File: src/rtl/i2cmem_pkg.sv
package i2cmem_pkg;

  typedef enum logic [2:0] {
    ST_IDLE,
    ST_DEV,
    ST_DEV_ACK,
    ST_WADDR,
    ST_WADDR_ACK,
    ST_DATA,
    ST_DATA_ACK,
    ST_SKIP
  } engState_t;

  // Strobes from control to datapath
  typedef struct packed {
    logic clrBits;
    logic shiftIn;
    logic loadAddr;
    logic incAddr;
    logic sampleWp;
    logic setPull;
    logic clrPull;
  } ctlStrobe_t;

endpackage

File: src/rtl/i2cmem_sync.sv
module i2cmem_sync #(
  parameter int WIDTH = 3,
  parameter int STAGES = 2,
  parameter logic [WIDTH-1:0] RESET_VAL = '1
) (
  input  logic             clk,
  input  logic             rstN,
  input  logic [WIDTH-1:0] din,
  output logic [WIDTH-1:0] dout
);

  logic [STAGES-1:0][WIDTH-1:0] chain;

  always_ff @(posedge clk or negedge rstN) begin
    if (!rstN) chain <= {STAGES{RESET_VAL}};
    else       chain <= {chain[STAGES-2:0], din};
  end

  assign dout = chain[STAGES-1];

endmodule

File: src/rtl/i2cmem_datapath.sv
module i2cmem_datapath
  import i2cmem_pkg::*;
#(
  parameter int ADDR_W = 8,
  parameter int PAGE_BYTES = 16,
  parameter int SYNC_STAGES = 2
) (
  input  logic              clk,
  input  logic              rstN,
  input  logic              sclIn,
  input  logic              sdaIn,
  input  logic              wpIn,
  input  ctlStrobe_t        strobe,
  output logic              sclLevel,
  output logic              sclRise,
  output logic              sclFall,
  output logic              startDet,
  output logic              stopDet,
  output logic              byteFull,
  output logic              wpLatched,
  output logic              sdaPullLow,
  output logic [7:0]        rxByte,
  output logic [ADDR_W-1:0] wordAddr
);

  localparam int PAGE_BITS = $clog2(PAGE_BYTES);
  localparam int BYTE_BITS = 8;
  localparam int CNT_W = $clog2(BYTE_BITS + 1);

  logic sclSync, sdaSync, wpSync;
  logic sclPrev, sdaPrev;
  logic [CNT_W-1:0] bitCnt;
  logic [ADDR_W-1:0] nextAddr;

  i2cmem_sync #(.WIDTH(3), .STAGES(SYNC_STAGES), .RESET_VAL(3'b110)) u_sync (
    .clk  (clk),
    .rstN (rstN),
    .din  ({sclIn, sdaIn, wpIn}),
    .dout ({sclSync, sdaSync, wpSync})
  );

  always_ff @(posedge clk or negedge rstN) begin
    if (!rstN) begin
      sclPrev <= 1'b1;
      sdaPrev <= 1'b1;
    end else begin
      sclPrev <= sclSync;
      sdaPrev <= sdaSync;
    end
  end

  assign sclLevel = sclSync;
  assign sclRise  = sclSync & ~sclPrev;
  assign sclFall  = ~sclSync & sclPrev;
  assign startDet = sclSync & sclPrev & sdaPrev & ~sdaSync;
  assign stopDet  = sclSync & sclPrev & ~sdaPrev & sdaSync;
  assign byteFull = (bitCnt == CNT_W'(BYTE_BITS));

  // Bit shifter
  always_ff @(posedge clk or negedge rstN) begin
    if (!rstN) begin
      bitCnt <= '0;
      rxByte <= '0;
    end else if (strobe.clrBits) begin
      bitCnt <= '0;
    end else if (strobe.shiftIn) begin
      rxByte <= {rxByte[6:0], sdaSync};
      bitCnt <= bitCnt + 1'b1;
    end
  end

  // Page-wrapping address increment
  generate
    if (PAGE_BITS < ADDR_W) begin : g_page_wrap
      assign nextAddr = {wordAddr[ADDR_W-1:PAGE_BITS], wordAddr[PAGE_BITS-1:0] + 1'b1};
    end else begin : g_flat_wrap
      assign nextAddr = wordAddr + 1'b1;
    end
  endgenerate

  always_ff @(posedge clk or negedge rstN) begin
    if (!rstN)                wordAddr <= '0;
    else if (strobe.loadAddr) wordAddr <= ADDR_W'(rxByte);
    else if (strobe.incAddr)  wordAddr <= nextAddr;
  end

  always_ff @(posedge clk or negedge rstN) begin
    if (!rstN)                wpLatched <= 1'b0;
    else if (strobe.sampleWp) wpLatched <= wpSync;
  end

  always_ff @(posedge clk or negedge rstN) begin
    if (!rstN)               sdaPullLow <= 1'b0;
    else if (strobe.clrPull) sdaPullLow <= 1'b0;
    else if (strobe.setPull) sdaPullLow <= 1'b1;
  end

endmodule

File: src/rtl/i2cmem_ctl.sv
module i2cmem_ctl
  import i2cmem_pkg::*;
#(
  parameter logic [6:0] DEV_ID = 7'b1010000
) (
  input  logic       clk,
  input  logic       rstN,
  input  logic       sclRise,
  input  logic       sclFall,
  input  logic       startDet,
  input  logic       stopDet,
  input  logic       byteFull,
  input  logic       wpLatched,
  input  logic       wrBusy,
  input  logic [7:0] rxByte,
  output ctlStrobe_t strobe,
  output logic       bufWrEn,
  output logic       wrCommit,
  output engState_t  state
);

  engState_t stateNext;
  logic readMode, readNext;
  logic writeOk, okNext;
  logic receiving;
  logic closeByte;

  assign receiving = (state == ST_DEV) || (state == ST_WADDR) || (state == ST_DATA);
  assign closeByte = sclFall && byteFull;

  always_comb begin
    strobe    = '0;
    bufWrEn   = 1'b0;
    wrCommit  = 1'b0;
    stateNext = state;
    readNext  = readMode;
    okNext    = writeOk;
    if (startDet) begin
      stateNext      = ST_DEV;
      strobe.clrBits = 1'b1;
      strobe.clrPull = 1'b1;
      okNext         = 1'b0;
    end else if (stopDet) begin
      wrCommit       = writeOk;
      stateNext      = ST_IDLE;
      strobe.clrPull = 1'b1;
      okNext         = 1'b0;
    end else begin
      strobe.shiftIn = receiving && sclRise && !byteFull;
      case (state)
        ST_DEV: if (closeByte) begin
          if (rxByte[7:1] == DEV_ID && !wrBusy) begin
            strobe.setPull = 1'b1;
            readNext       = rxByte[0];
            stateNext      = ST_DEV_ACK;
          end else begin
            stateNext = ST_SKIP;
          end
        end
        ST_DEV_ACK: if (sclFall) begin
          strobe.clrPull = 1'b1;
          strobe.clrBits = 1'b1;
          stateNext      = readMode ? ST_SKIP : ST_WADDR;
        end
        ST_WADDR: if (closeByte) begin
          strobe.setPull  = 1'b1;
          strobe.loadAddr = 1'b1;
          stateNext       = ST_WADDR_ACK;
        end
        ST_WADDR_ACK: if (sclFall) begin
          strobe.clrPull  = 1'b1;
          strobe.clrBits  = 1'b1;
          strobe.sampleWp = 1'b1;
          stateNext       = ST_DATA;
        end
        ST_DATA: if (closeByte) begin
          if (wpLatched) begin
            stateNext = ST_SKIP;
          end else begin
            strobe.setPull = 1'b1;
            bufWrEn        = 1'b1;
            okNext         = 1'b1;
            stateNext      = ST_DATA_ACK;
          end
        end
        ST_DATA_ACK: if (sclFall) begin
          strobe.clrPull = 1'b1;
          strobe.clrBits = 1'b1;
          strobe.incAddr = 1'b1;
          stateNext      = ST_DATA;
        end
        default: ;
      endcase
    end
  end

  always_ff @(posedge clk or negedge rstN) begin
    if (!rstN) begin
      state    <= ST_IDLE;
      readMode <= 1'b0;
      writeOk  <= 1'b0;
    end else begin
      state    <= stateNext;
      readMode <= readNext;
      writeOk  <= okNext;
    end
  end

endmodule

File: src/rtl/i2c_mem_slave.sv
module i2c_mem_slave
  import i2cmem_pkg::*;
#(
  parameter int ADDR_W = 8,
  parameter int PAGE_BYTES = 16,
  parameter int SYNC_STAGES = 2,
  parameter logic [6:0] DEV_ID = 7'b1010000
) (
  input  logic              clk,
  input  logic              rstN,
  input  logic              sclIn,
  input  logic              sdaIn,
  input  logic              writeProtect,
  input  logic              wrBusy,
  output logic              sdaPullLow,
  output logic              bufWrEn,
  output logic [ADDR_W-1:0] bufAddr,
  output logic [7:0]        bufData,
  output logic              wrCommit
);

  ctlStrobe_t strobe;
  engState_t  state;
  logic sclLevel, sclRise, sclFall, startDet, stopDet, byteFull, wpLatched;

  i2cmem_datapath #(
    .ADDR_W(ADDR_W), .PAGE_BYTES(PAGE_BYTES), .SYNC_STAGES(SYNC_STAGES)
  ) u_dp (
    .clk        (clk),
    .rstN       (rstN),
    .sclIn      (sclIn),
    .sdaIn      (sdaIn),
    .wpIn       (writeProtect),
    .strobe     (strobe),
    .sclLevel   (sclLevel),
    .sclRise    (sclRise),
    .sclFall    (sclFall),
    .startDet   (startDet),
    .stopDet    (stopDet),
    .byteFull   (byteFull),
    .wpLatched  (wpLatched),
    .sdaPullLow (sdaPullLow),
    .rxByte     (bufData),
    .wordAddr   (bufAddr)
  );

  i2cmem_ctl #(.DEV_ID(DEV_ID)) u_ctl (
    .clk       (clk),
    .rstN      (rstN),
    .sclRise   (sclRise),
    .sclFall   (sclFall),
    .startDet  (startDet),
    .stopDet   (stopDet),
    .byteFull  (byteFull),
    .wpLatched (wpLatched),
    .wrBusy    (wrBusy),
    .rxByte    (bufData),
    .strobe    (strobe),
    .bufWrEn   (bufWrEn),
    .wrCommit  (wrCommit),
    .state     (state)
  );

endmodule

File: config.mk
export PLATFORM = sky130hd
export DESIGN_NAME = i2c_mem_slave
export DESIGN_NICKNAME = d
export VERILOG_FILES = /design/src/rtl/i2cmem_pkg.sv /design/src/rtl/i2cmem_sync.sv /design/src/rtl/i2cmem_datapath.sv /design/src/rtl/i2cmem_ctl.sv /design/src/rtl/i2c_mem_slave.sv
export SDC_FILE = /design/constraint.sdc
export NUM_CORES = 1
export LEC_CHECK = 0
export BUFFER_PORTS_ARGS = -buffer_cell sky130_fd_sc_hd__buf_4
export CORE_MARGIN = 5
export CORE_UTILIZATION = 55
export CTS_CLUSTER_SIZE = 40
export DETAILED_ROUTE_END_ITERATION = 8
export PLACE_DENSITY = 0.78
export SETUP_SLACK_MARGIN = 0.15
export SKIP_LAST_GASP = 1
export SLEW_MARGIN = 15
export SYNTH_ARGS = -nofsm -noshare
export SYNTH_HDL_FRONTEND = slang
export SYNTH_SLANG_ARGS = --single-unit
File: constraint.sdc
create_clock -name clk -period 2.76 [get_ports clk]
set_input_delay 0.276 -clock clk [delete_from_list [all_inputs] [get_ports clk]]
set_output_delay 0.276 -clock clk [all_outputs]
set_load 0.02 [all_outputs]
==> results.yml <==
logic_synthesis:
  syn-cell-area_um2: 1630
  yosysMostFrequentCell: "dfrtp_1"
  ys_warn_count: 0
  yosysUniqueCellTypes: 45
  netlist.area_leader.share_pct: 44.51
  synthFlopType: "dfrtp_1"
  synthTopCellsByCount: "29 x dfrtp_1, 14 x mux2_1, 11 x nor2_1"
  synth_area_leaders: "dfrtp_1 45%, dfstp_2 9.7%, mux2_1 9.7%, nand3_1 2.8%, nor2_1 2.5%"
  synthCells: 140
  synth_largest_area_cell: "dfrtp_1"
  syn-num-nets: 149
  synth_seq_cells: 35
  async_flop_share_pct: 100.0
  synth_edf_count: 0
  syn_avg_cell_area_um2: 11.65
  ys_seq_area_share_pct: 54.18
sta:
  fin_skew_ps: 9.997
  setup_viol: 0
  drv_slew: 0
  grt_setup_unrepaired: "false"
  fin_tns_setup_ps: 0
  relSlewSlack_pct: 61.44
  max_freq_ghz: 0.4908
  tightest_slew_ps: 574.1
  min_period_ps: 2037
  hold_slack_ps: 37.10
  min_period_over_period_pct: 73.82
  finalHoldViolCount: 0
global_routing:
  met1_usage_pct: 24.07
  busiest_layer: "met2"
  first_global_vias: 1151
  gr-total-overflow: 0
  grt_pass1_wl_mm: 5.651
  track_usage_pct: 17.50
  grt.met3_usage_pct: 4.318
  antenna_found_initial: 0
  grt_max_degree: 36
  met2_usage_pct: 27.84
clock_tree:
  cts_inserted_buffers: 5
  ctsHoldBuffers: 1
  cts_root_buffer: "clkbuf_4"
  cts-resized-gates: 0
  clkLatencyLatePin_ps: 340
  cts_tree: "yes"
  clockBufferDepth: 2
  h-tree-depth: 2
  post_cts_buffers: 0
  clk_pin_slew_worst_paths_ps: 110
  cts_sinks: 35
power:
  leakage_uw: 0.0008650
  powerDensity_nw_per_um2: 792.3
  power_uw: 1504
  p_clk_share_pct: 17.9
  p_sw_uw: 563.6
  netSwitchingFraction_pct: 37.48
  internal_power_uw: 940.3
  vdd_drop_max_mv: 0.4979
  pwr-share-comb_pct: 30.6
  p_seq_share_pct: 51.5
detailed_routing:
  vias_per_cell: 5.990
  wl_mm: 3.312
  wl_per_cell_um: 16.56
  drt-pass1-iter-count: 4
  ant_nets: 0
  drtIter0Drc: 96
  vias: 1198
  drcViolationCount: 0
run_status:
  outcome: "finished, final reports clean"
floorplanning:
  die_w_um: 64.45
  core_um2: 2805
  io_pins: 25
  die_h_um: 64.45
  start_util_pct: 58.12
  row_count: 19
  die-area_um2: 4153
worst_setup_path:
  end_kind: "output pin"
  cp_max_fo: 5
  cp-startpoint: "u_dp.bitCnt[0]"
  cp.arrival_ps: 1760
  cp.required_ps: 2480
  rr_worst_depth: 4
  r2r_start: "u_dp.sclPrev"
  worstSetupPathType: "flop to output pin"
  timing.critical_path.from_type: "flop"
placed_design:
  portBuffers: 24
  dp_hpwl_mm: 2.434
  place_congestion: 0.8051
  placed_area_um2: 1834
layout:
  layout.nets: 177
  fin_area_um2: 1898
  area_delta_synth_final_pct: 16.42
  drive_above_1_share_pct: 26.04
  diodes: 0
worst_hold_path:
  min-delay-path-class: "primary input to flop"
  min_path_cells: 1
  min_from: "sdaIn"
flow_run:
  maxCapViolCount: 0
==> cell type report <==
cell class | instances | area, um^2
well taps | 31 | 38.79
fillers | 227 | 907.1
inverters | 4 | 15.01
multi-input cells | 96 | 709.4
clock inverters | 2 | 12.51
clock buffers | 6 | 41.29
repair buffers | 26 | 197.7
flip-flops and latches | 35 | 883.3
==> critical path: stages, from the launching register on <==
cell	delay, ps
dfrtp_1	430
inv_1	70
ha_1	150
and3b_1	250
nand3_1	200
nor2_1	160
buf_4	150
==> metrics by stage <==
stage          instances  setup slack, ps  utilization, %
2_1_floorplan        140            923.3               -
3_3_place_gp         191            862.2           65.39
3_5_place_dp         191            809.9           65.39
4_1_cts              200            716.3           67.66
5_1_grt              200            602.5           67.66
6_report             200            722.6           67.66
==> worst paths after layout <==
path                                              to  slack, ps
worst max-delay path                         bufWrEn        720
worst min-delay path            u_dp.u_sync.chain[1]         40
worst max register to register      u_dp.wordAddr[3]        790
worst min register to register   u_dp.u_sync.dout[0]        360
max in group asynchronous        u_dp.u_sync.dout[1]       2010
min in group asynchronous           u_dp.wordAddr[1]        410
==> flip-flops by register name, summed over array words and instances, names as in the netlist <==
register	flops
u_dp.rxByte	8
u_dp.wordAddr	8
u_dp.bitCnt	4
u_ctl.state	3
u_dp.u_sync.chain	3
u_dp.u_sync.dout	3
u_ctl.readMode	1
u_ctl.writeOk	1
u_dp.sclPrev	1
u_dp.sdaPrev	1
u_dp.sdaPullLow	1
u_dp.wpLatched	1
==> per-layer routing <==
metal	vias to the layer above	part of all wire, %
met5	-	0
met1	596	46
met3	2	5.0
met4	0	0.18
li1	566	-
met2	34	48
==> cells in the final DEF (no fill, tap or decap), types with 3 or more instances in the layout <==
master,n
dfrtp_1,29
buf_4,25
mux2_1,14
nor2_1,11
nand3_1,9
nand2_1,6
dfstp_2,6
clkbuf_4,5
nand3b_1,4
nor3_1,4
inv_1,3
nor3b_1,3
or3_1,3
xnor2_1,3
a21oi_1,3
ha_1,3
==> logic make-up (layout without fill, tap and decap cells) <==
family	after synthesis	after routing	synth area share, %
muxes	16	16	11.28
and+or+nand+nor	50	50	17.12
xor gates and xnor gates	4	4	2.149
buffers and inverters	9	38	2.302
adders and majority gates	3	3	2.303
AOI/OAI and AO/OA	23	23	10.67
DFF	35	35	54.18
==> power groups by stage <==
stage	Combinational [uW]	Clock, uW	Sequential, uW
6_report	461	269	774
5_1_grt	503	307	798
4_1_cts	467	275	773
3_5_place_dp	465	0	782
3_3_place_gp	451	0	773
2_1_floorplan	254	0	796
(Power assumes the default switching activity.)
